**config.mk**
```make
export PLATFORM = sky130hd
export DESIGN_NAME = txring_engine
export DESIGN_NICKNAME = d
export VERILOG_FILES = /design/src/rtl/txr_pkg.sv /design/src/rtl/txr_regs.sv /design/src/rtl/txr_ring_ptr.sv /design/src/rtl/txr_seq.sv /design/src/rtl/txring_engine.sv
export SDC_FILE = /design/constraint.sdc
export NUM_CORES = 1
export LEC_CHECK = 0
export ABC_AREA = 1
export BUFFER_PORTS_ARGS = -buffer_cell sky130_fd_sc_hd__buf_4
export CAP_MARGIN = 20
export CORE_UTILIZATION = 30
export CTS_BUF_LIST = sky130_fd_sc_hd__clkbuf_2 sky130_fd_sc_hd__clkbuf_4 sky130_fd_sc_hd__clkbuf_8
export CTS_CLUSTER_DIAMETER = 100
export DETAILED_ROUTE_END_ITERATION = 7
export PLACE_DENSITY = 0.47
export SYNTH_ARGS = -nofsm -noshare
export SYNTH_HDL_FRONTEND = slang
export SYNTH_HIERARCHICAL = 1
export SYNTH_SLANG_ARGS = --single-unit
export TNS_END_PERCENT = 1
```
**constraint.sdc**
```tcl
create_clock -name clk_i -period 5.2 [get_ports clk_i]
set_clock_uncertainty 0.15 [all_clocks]
set_input_delay 1.04 -clock clk_i [delete_from_list [all_inputs] [get_ports clk_i]]
set_output_delay 1.04 -clock clk_i [all_outputs]
set_load 0.01 [all_outputs]
```
**src/rtl/txr_pkg.sv**
```systemverilog
package txr_pkg;
  typedef enum logic [2:0] {
    ST_IDLE, ST_CTL, ST_ADL, ST_ADH, ST_DAT, ST_WB
  } txr_state_e;

  localparam int unsigned OWN_B = 31;
  localparam int unsigned EOR_B = 30;
  localparam int unsigned FS_B  = 29;
  localparam int unsigned LS_B  = 28;

  localparam logic [1:0] SEL_BASE_LO = 2'd0;
  localparam logic [1:0] SEL_BASE_HI = 2'd1;
  localparam logic [1:0] SEL_POLL    = 2'd2;
  localparam int unsigned POLL_B     = 6;

  localparam int unsigned DESC_STRIDE = 16;
  localparam int unsigned OFF_ADL     = 8;
  localparam int unsigned OFF_ADH     = 12;
endpackage

```
**src/rtl/txr_regs.sv**
```systemverilog
module txr_regs
  import txr_pkg::*;
#(
  parameter int unsigned AW        = 64,
  parameter int unsigned ALIGN_LSB = 8
) (
  input  logic          clk_i,
  input  logic          rst_ni,
  input  logic          we_i,
  input  logic [1:0]    sel_i,
  input  logic [31:0]   wdata_i,
  input  logic          consume_i,
  output logic [AW-1:0] base_o,
  output logic          load_o,
  output logic          pend_o
);
  localparam int unsigned HI_W = AW - 32;
  localparam logic [AW-1:0] ALIGN_MASK = (AW'(1) << ALIGN_LSB) - AW'(1);

  logic [31:0]     lo_q;
  logic [HI_W-1:0] hi_q;
  logic            load_q, pend_q;
  logic            ring_set;

  assign ring_set = we_i && sel_i == SEL_POLL && wdata_i[POLL_B];

  always_ff @(posedge clk_i or negedge rst_ni) begin
    if (!rst_ni) begin
      lo_q   <= '0;
      hi_q   <= '0;
      load_q <= 1'b0;
      pend_q <= 1'b0;
    end else begin
      if (we_i && sel_i == SEL_BASE_LO) lo_q <= wdata_i;
      if (we_i && sel_i == SEL_BASE_HI) hi_q <= wdata_i[HI_W-1:0];
      load_q <= we_i && (sel_i == SEL_BASE_LO || sel_i == SEL_BASE_HI);
      // a new ring wins over a same-cycle consume
      pend_q <= ring_set | (pend_q & ~consume_i);
    end
  end

  assign base_o = {hi_q, lo_q} & ~ALIGN_MASK;
  assign load_o = load_q;
  assign pend_o = pend_q;
endmodule

```
**src/rtl/txr_ring_ptr.sv**
```systemverilog
module txr_ring_ptr
  import txr_pkg::*;
#(
  parameter int unsigned AW = 64
) (
  input  logic          clk_i,
  input  logic          rst_ni,
  input  logic          load_i,
  input  logic [AW-1:0] base_i,
  input  logic          adv_i,
  input  logic          eor_i,
  output logic [AW-1:0] cur_o
);
  logic [AW-1:0] cur_q;

  always_ff @(posedge clk_i or negedge rst_ni) begin
    if (!rst_ni)     cur_q <= '0;
    else if (load_i) cur_q <= base_i;
    else if (adv_i)  cur_q <= eor_i ? base_i : cur_q + AW'(DESC_STRIDE);
  end

  assign cur_o = cur_q;
endmodule

```
**src/rtl/txr_seq.sv**
```systemverilog
module txr_seq
  import txr_pkg::*;
#(
  parameter int unsigned AW    = 64,
  parameter int unsigned LEN_W = 16
) (
  input  logic          clk_i,
  input  logic          rst_ni,
  input  logic          pend_i,
  output logic          consume_o,
  input  logic [AW-1:0] cur_i,
  output logic          adv_o,
  output logic          eor_o,
  output logic          mem_req_o,
  output logic          mem_we_o,
  output logic [AW-1:0] mem_addr_o,
  output logic [31:0]   mem_wdata_o,
  input  logic          mem_rvalid_i,
  input  logic [31:0]   mem_rdata_i,
  output logic          frm_valid_o,
  output logic [31:0]   frm_data_o,
  output logic [3:0]    frm_keep_o,
  output logic          frm_sof_o,
  output logic          frm_eof_o,
  output logic          tx_ok_o,
  output logic          tx_err_o,
  output logic          desc_unavail_o
);
  localparam int unsigned WC_W = LEN_W - 2;

  txr_state_e       st_q;
  logic             wait_q;
  logic [31:0]      ctl_q;
  logic [AW-1:0]    buf_q;
  logic [WC_W-1:0]  widx_q;
  logic [LEN_W-1:0] len_m1;
  logic             resp, rd_good, ctl_good, last_beat;
  logic [3:0]       tail_keep;

  assign resp      = mem_rvalid_i && wait_q;
  assign rd_good   = mem_rdata_i[FS_B] && mem_rdata_i[LS_B] && (mem_rdata_i[LEN_W-1:0] != '0);
  assign ctl_good  = ctl_q[FS_B] && ctl_q[LS_B] && (ctl_q[LEN_W-1:0] != '0);
  assign len_m1    = ctl_q[LEN_W-1:0] - LEN_W'(1);
  assign last_beat = widx_q == len_m1[LEN_W-1:2];

  always_comb begin
    unique case (len_m1[1:0])
      2'd0:    tail_keep = 4'h1;
      2'd1:    tail_keep = 4'h3;
      2'd2:    tail_keep = 4'h7;
      default: tail_keep = 4'hF;
    endcase
  end

  assign mem_req_o   = (st_q != ST_IDLE) && !wait_q;
  assign mem_we_o    = st_q == ST_WB;
  assign mem_wdata_o = {1'b0, ctl_q[30:0]};
  assign consume_o   = (st_q == ST_IDLE) && pend_i;
  assign adv_o       = resp && st_q == ST_WB;
  assign eor_o       = ctl_q[EOR_B];

  always_comb begin
    unique case (st_q)
      ST_ADL:  mem_addr_o = cur_i + AW'(OFF_ADL);
      ST_ADH:  mem_addr_o = cur_i + AW'(OFF_ADH);
      ST_DAT:  mem_addr_o = buf_q + {{(AW-WC_W-2){1'b0}}, widx_q, 2'b00};
      default: mem_addr_o = cur_i;
    endcase
  end

  always_ff @(posedge clk_i or negedge rst_ni) begin
    if (!rst_ni) begin
      st_q           <= ST_IDLE;
      wait_q         <= 1'b0;
      ctl_q          <= '0;
      buf_q          <= '0;
      widx_q         <= '0;
      frm_valid_o    <= 1'b0;
      frm_data_o     <= '0;
      frm_keep_o     <= '0;
      frm_sof_o      <= 1'b0;
      frm_eof_o      <= 1'b0;
      tx_ok_o        <= 1'b0;
      tx_err_o       <= 1'b0;
      desc_unavail_o <= 1'b0;
    end else begin
      frm_valid_o    <= 1'b0;
      frm_sof_o      <= 1'b0;
      frm_eof_o      <= 1'b0;
      frm_keep_o     <= '0;
      tx_ok_o        <= 1'b0;
      tx_err_o       <= 1'b0;
      desc_unavail_o <= 1'b0;

      if (mem_req_o) wait_q <= 1'b1;
      else if (resp) wait_q <= 1'b0;

      unique case (st_q)
        ST_IDLE: if (pend_i) st_q <= ST_CTL;
        ST_CTL: if (resp) begin
          ctl_q <= mem_rdata_i;
          if (!mem_rdata_i[OWN_B]) begin
            desc_unavail_o <= 1'b1;
            st_q           <= ST_IDLE;
          end else begin
            st_q <= rd_good ? ST_ADL : ST_WB;
          end
        end
        ST_ADL: if (resp) begin
          buf_q[31:0] <= {mem_rdata_i[31:2], 2'b00};
          st_q        <= ST_ADH;
        end
        ST_ADH: if (resp) begin
          buf_q[AW-1:32] <= mem_rdata_i[AW-33:0];
          widx_q         <= '0;
          st_q           <= ST_DAT;
        end
        ST_DAT: if (resp) begin
          frm_valid_o <= 1'b1;
          frm_data_o  <= mem_rdata_i;
          frm_sof_o   <= widx_q == '0;
          frm_eof_o   <= last_beat;
          frm_keep_o  <= last_beat ? tail_keep : 4'hF;
          if (last_beat) st_q <= ST_WB;
          else           widx_q <= widx_q + WC_W'(1);
        end
        ST_WB: if (resp) begin
          if (ctl_good) tx_ok_o  <= 1'b1;
          else          tx_err_o <= 1'b1;
          st_q <= ST_CTL;
        end
        default: st_q <= ST_IDLE;
      endcase
    end
  end
endmodule

```
**src/rtl/txring_engine.sv**
```systemverilog
module txring_engine
  import txr_pkg::*;
#(
  parameter int unsigned AW        = 64,
  parameter int unsigned LEN_W     = 16,
  parameter int unsigned ALIGN_LSB = 8
) (
  input  logic          clk_i,
  input  logic          rst_ni,
  input  logic          reg_we_i,
  input  logic [1:0]    reg_sel_i,
  input  logic [31:0]   reg_wdata_i,
  output logic          mem_req_o,
  output logic          mem_we_o,
  output logic [AW-1:0] mem_addr_o,
  output logic [31:0]   mem_wdata_o,
  input  logic          mem_rvalid_i,
  input  logic [31:0]   mem_rdata_i,
  output logic          frm_valid_o,
  output logic [31:0]   frm_data_o,
  output logic [3:0]    frm_keep_o,
  output logic          frm_sof_o,
  output logic          frm_eof_o,
  output logic          tx_ok_o,
  output logic          tx_err_o,
  output logic          desc_unavail_o
);
  logic [AW-1:0] base, cur;
  logic          load, pend, consume, adv, eor;

  txr_regs #(.AW(AW), .ALIGN_LSB(ALIGN_LSB)) u_regs (
    .clk_i, .rst_ni,
    .we_i(reg_we_i), .sel_i(reg_sel_i), .wdata_i(reg_wdata_i),
    .consume_i(consume), .base_o(base), .load_o(load), .pend_o(pend)
  );

  txr_ring_ptr #(.AW(AW)) u_ptr (
    .clk_i, .rst_ni,
    .load_i(load), .base_i(base), .adv_i(adv), .eor_i(eor), .cur_o(cur)
  );

  txr_seq #(.AW(AW), .LEN_W(LEN_W)) u_seq (
    .clk_i, .rst_ni,
    .pend_i(pend), .consume_o(consume), .cur_i(cur), .adv_o(adv), .eor_o(eor),
    .mem_req_o, .mem_we_o, .mem_addr_o, .mem_wdata_o, .mem_rvalid_i, .mem_rdata_i,
    .frm_valid_o, .frm_data_o, .frm_keep_o, .frm_sof_o, .frm_eof_o,
    .tx_ok_o, .tx_err_o, .desc_unavail_o
  );
endmodule

```
After elaboration in Yosys (flattened, before gate mapping)
Index checks and enable logic that the tools add are counted.

storage, ports and cells
  flip-flop bits (word level) = 283
  input port bits = 70
  word-level logic and storage cells = 116

cells by class
  add/sub/neg operators = 6
  equal/unequal tests = 18
  muxes and demuxes = 39
  bitwise logic cells = 3
  reduce and logical (&&, ||, !) cells = 31

operators by type and width
  kind                                                                    count
  64-bit two-way mux                                                      3
  64-bit case mux with 3 select lines                                     1
  64-bit by 4-bit adder with 64-bit output (second input constant)        2
  64-bit by 16-bit adder with 64-bit output                               1
  64-bit by 5-bit adder with 64-bit output (second input constant)        1
  14-bit two-way mux                                                      3
  16-bit nonzero test                                                     2
  14-bit case mux with 2 select lines                                     1
  3-bit two-way mux                                                       9
  3-bit case mux with 6 select lines                                      1
  1-bit two-way mux                                                       17
  16-bit by 1-bit subtractor with 16-bit output (second input constant)   1
  14-bit by 1-bit adder with 14-bit output (second input constant)        1
  14-bit equality test                                                    1
  14-bit logical NOT                                                      1
  1-bit logical AND                                                       13
  4-bit two-way mux                                                       3
  2-bit by 1-bit != test with 1-bit output (second input constant)        6
  4-bit case mux with 3 select lines                                      1
  2-bit AND reduction                                                     4
  7-bit AND reduction                                                     1
  3-bit by 2-bit equality test with 1-bit output (second input constant)  2
  3-bit equality test (second input constant)                             2
  2-bit nonzero test                                                      3
  other kinds (13)                                                        17

Longest topological paths before layout
  depth in word-level cells = 6
  gate-level depth with buffers = 17
  mapped depth without buffers = 16

By module
Netlist, hierarchy kept.

modules (own cells, without submodules)
  module        instances  cells each  area each (sq um)  seq. area each (sq um)
  txr_seq       1          2,290       13,785.7           3,803.6
  txr_ring_ptr  1          821         5,026.1            1,601.5
  txr_regs      1          267         2,466.1            1,451.4

Worst setup path after synthesis
Ideal clock, no wire load.

  path kind = register -> output
  start point = reg u_seq.widx_q[0]
  end point = out mem_addr_o[52]
  arrival = 2.147 ns
  required time = 4.010 ns
  setup slack = 1.863 ns
  cell stages (with the launch flop) = 13
  buffers on the path = 0
  path through = dfrtp_1 > ha_1 > inv_1 > fa_1 > nor2_1 > nand2_1 > nand2_1 > a21oi_1 > o21ai_2 > nand3_1 > nand2_1 > nand3_1 > nand4_1

between the ends
  longest elaborated chain between the ends = 2

ends and longest elaborated chain
  item                                       RTL line             source
  start: declaration                         txr_seq.sv:35        logic [WC_W-1:0] widx_q;
  start signal: assignment                   txr_seq.sv:125       else widx_q <= widx_q + WC_W'(1);
  64-bit by 16-bit adder with 64-bit output  txr_seq.sv:66        ST_DAT: mem_addr_o = buf_q + {{(AW-WC_W-2){1'b0}}, widx_q, 2'b00};
  64-bit case mux with 3 select lines        txr_seq.sv:63        unique case (st_q)
  end: declaration                           txring_engine.sv:15  output logic [AW-1:0] mem_addr_o,

Every way passes these cells.

Final worst setup path
Ends and elaborated chain as after synthesis.

==> results.ini <==
[finish]
drive_gt1_share_pct = 13.02
fillerInstances = 7875
area_growth_pct = 17.51
nNetsFinal = 3669
fin_util_pct = 35.64

[sta]
setup_tns_ns = 0
whs_ns = 0.2520
hold_viol_final = 0
setup_ws_ns = 0.2874
fin_crit_sh_pct = 94.47
max_freq_mhz = 203.6
grt_setup_unrepaired = no
drv_slew = 0
relSlewSlack_pct = 25.42
tightest_slew_ns = 1.108
min_period_ns = 4.913
finalSetupViolations = 0

[cts]
clkTransAtPathRegs_ns = 0.07
numCtsBuffers = 51
clockBufferDepth = 3
cts_sinks = 274
cts-root-buf = clkbuf_8
post_cts_buffers = 0
insertion_delay_ns = 0.66
cts_resized = 0
cts_tree = yes
cts_hold_buf = 0
htree_levels = 2

[critical_path]
start_kind = flop
cp-startpoint = u_seq/widx_q[0]$_DFFE_PN0P_
endpoint_kind = primary output
arrival_ns = 3.72
reg2reg_depth = 12
worstPathRequired_ns = 4.01
crit_fanout = 10
r2r_start = u_seq/st_q[0]$_DFFE_PN0P_
rrSetupSlack_ns = 2.14
r2r-end = u_ptr/cur_o[10]$_DFFE_PN0P_
critPathKind = reg2out

[placement]
gp_congestion = 0.9966
pre_cts_slack_ns = 1.067
portBuffers = 208
hpwl_um = 77280

[logic_synthesis]
synth_ff_type = dfrtp_1
ys_ff_latch = 274
synth-edff-count = 0
async_flop_share_pct = 100.0
synth_seq_area_share_pct = 32.22
synth_top_area_cell = dfrtp_1
synth_top_area_share_pct = 32.22
synth.most_common_cell = nand2_1
syn_area_per_cell_um2 = 6.299
synth_cells = 3378
ys_types = 56
synthTopCellsByArea = dfrtp_1 (32%), nand2_1 (18%), nand3_1 (8.5%), nor2_1 (6.7%), inv_1 (6.5%)
synth_area_mm2 = 0.02128
yosys_warnings = 6
ys_top_cells_by_count = nand2_1 (1,048), nor2_1 (380), inv_1 (366)

[grt]
grt.overflow.total = 0
grtUsageTotal_pct = 27.05
use_met3_pct = 3.097
grt_pass1_wl_um = 144200
grt_util_met2_pct = 44.51
grt.busiest_layer = met2
grt_use_met1_pct = 35.00
grt_max_degree = 102
grt_pass1_vias = 22240
antenna_found_initial = 2

[routing]
vias = 23690
viasPerCell = 5.205
wl_per_cell_um = 21.64
drt-total-wl_um = 98470
first_iter_violations = 2327
drc = 0
ant_nets = 0
first_pass_iters = 8

[pwr]
ir_drop_uv = 262.3
power_leakage_nw = 11.63
powerDensity_mw_per_mm2 = 450.7
p_sw_mw = 5.326
seqPwrFrac_pct = 35.0
switching_share_pct = 47.26
intPower_mw = 5.943
clockPowerShare_pct = 21.0
p_comb_share_pct = 44.0
totalPowerFinal_mw = 11.27

[floorplan]
die_h_um = 268.3
coreArea_mm2 = 0.07015
ios = 210
fp-row-count = 97
start_util_pct = 30.33
dieArea_mm2 = 0.07200
die_x_um = 268.3

[job]
drv_cap = 0

[outcome]
status = completed

[hold_path]
hp-class = in2async

[placed cells by master (no fill, tap or decap), types with 19 or more instances in the layout]
cell      count
xor2_1       22
o21ai_1      38
ha_1         23
a21oi_1      71
o21ai_0     199
nand4_1     155
nand2_2      27
dfrtp_1     274
buf_4       246
a22oi_1      20
nand3_1     360
nor3_1       52
clkbuf_8     66
nand2_1    1046
nor2_1      379
nor2_4       19
nor2_2       30
inv_1       366
[sequential cells by signal, summed over array words and instances, names as in the netlist, 4 cells and up]
name and count:
u_regs/hi_q 32, u_seq/ctl_q 31, u_seq/frm_keep_o 4, u_seq/buf_q 62, u_regs/lo_q 24, u_ptr/cur_o 64
u_seq/frm_data_o 32, u_seq/widx_q 14
[final cells by class]
| cell class | count | area (um^2) | share of cell area [%] |
|---|---|---|---|
| clock inverter | 12 | 150.1 | 0.6005 |
| timing repair buffer | 250 | 1922 | 7.686 |
| clock buffer | 76 | 983.4 | 3.933 |
| sequential | 274 | 6857 | 27.42 |
| antenna | 1 | 2.502 | 0.01001 |
| tap | 940 | 1176 | 4.704 |
| inverter | 383 | 1439 | 5.755 |
| multi-input combinational | 2615 | 12470 | 49.89 |
[routing by layer]
layer / vias to the layer above / part of all wire [%]
li1: 11460 / -
met1: 11090 / 42
met3: 215 / 6.1
met4: 0 / 5.3
met5: - / 0
met2: 922 / 46
[power groups by stage]
| stage | Clock, mW | Combinational, mW | Sequential [mW] |
|---|---|---|---|
| 2_1_floorplan | 0 | 2.56 | 3.61 |
| 3_3_place_gp | 0 | 4.91 | 3.95 |
| 3_5_place_dp | 0 | 4.92 | 3.95 |
| 4_1_cts | 2.44 | 4.93 | 3.92 |
| 5_1_grt | 2.53 | 5.45 | 4.02 |
| 6_report | 2.37 | 4.96 | 3.94 |
[worst max-delay path, stage by stage, from the launching register on]
cell	delay, ns
dfrtp_1	0.44
ha_1	0.27
inv_1	0.08
fa_1	0.38
nor2_1	0.23
nand2_1	0.08
nand2_1	0.18
a21oi_1	0.19
o21ai_2	0.52
nand4_1	0.15
nand3_1	0.14
nand4_1	0.19
buf_4	0.21
[logic make-up after synthesis]
logic type      Yosys count  synth area share [%]
fa+ha+maj                24                 1.447
flops                   274                 32.22
simple gates           2154                 45.11
buf+inv                 496                 9.402
compound gates          394                 10.38
other cells               2               0.03529
xor+xnor                 34                 1.399
[worst max path at each step]
stage,endpoint,cells after the start
after CTS,mem_addr_o[32],12
after global placement,mem_addr_o[25],11
final,mem_addr_o[52],12
after global routing,mem_addr_o[52],12
after floorplan,mem_addr_o[52],12
after detailed placement,mem_addr_o[52],12
[per-stage QoR]
step | cell area (um^2) | std cells
after floorplan | 21300 | 3385
after global placement | 23830 | 4460
after detailed placement | 23850 | 4461
after CTS | 24980 | 4549
after global routing | 25000 | 4551
final | 25000 | 4551
No activity file was read; power rests on OpenSTA's default activity.
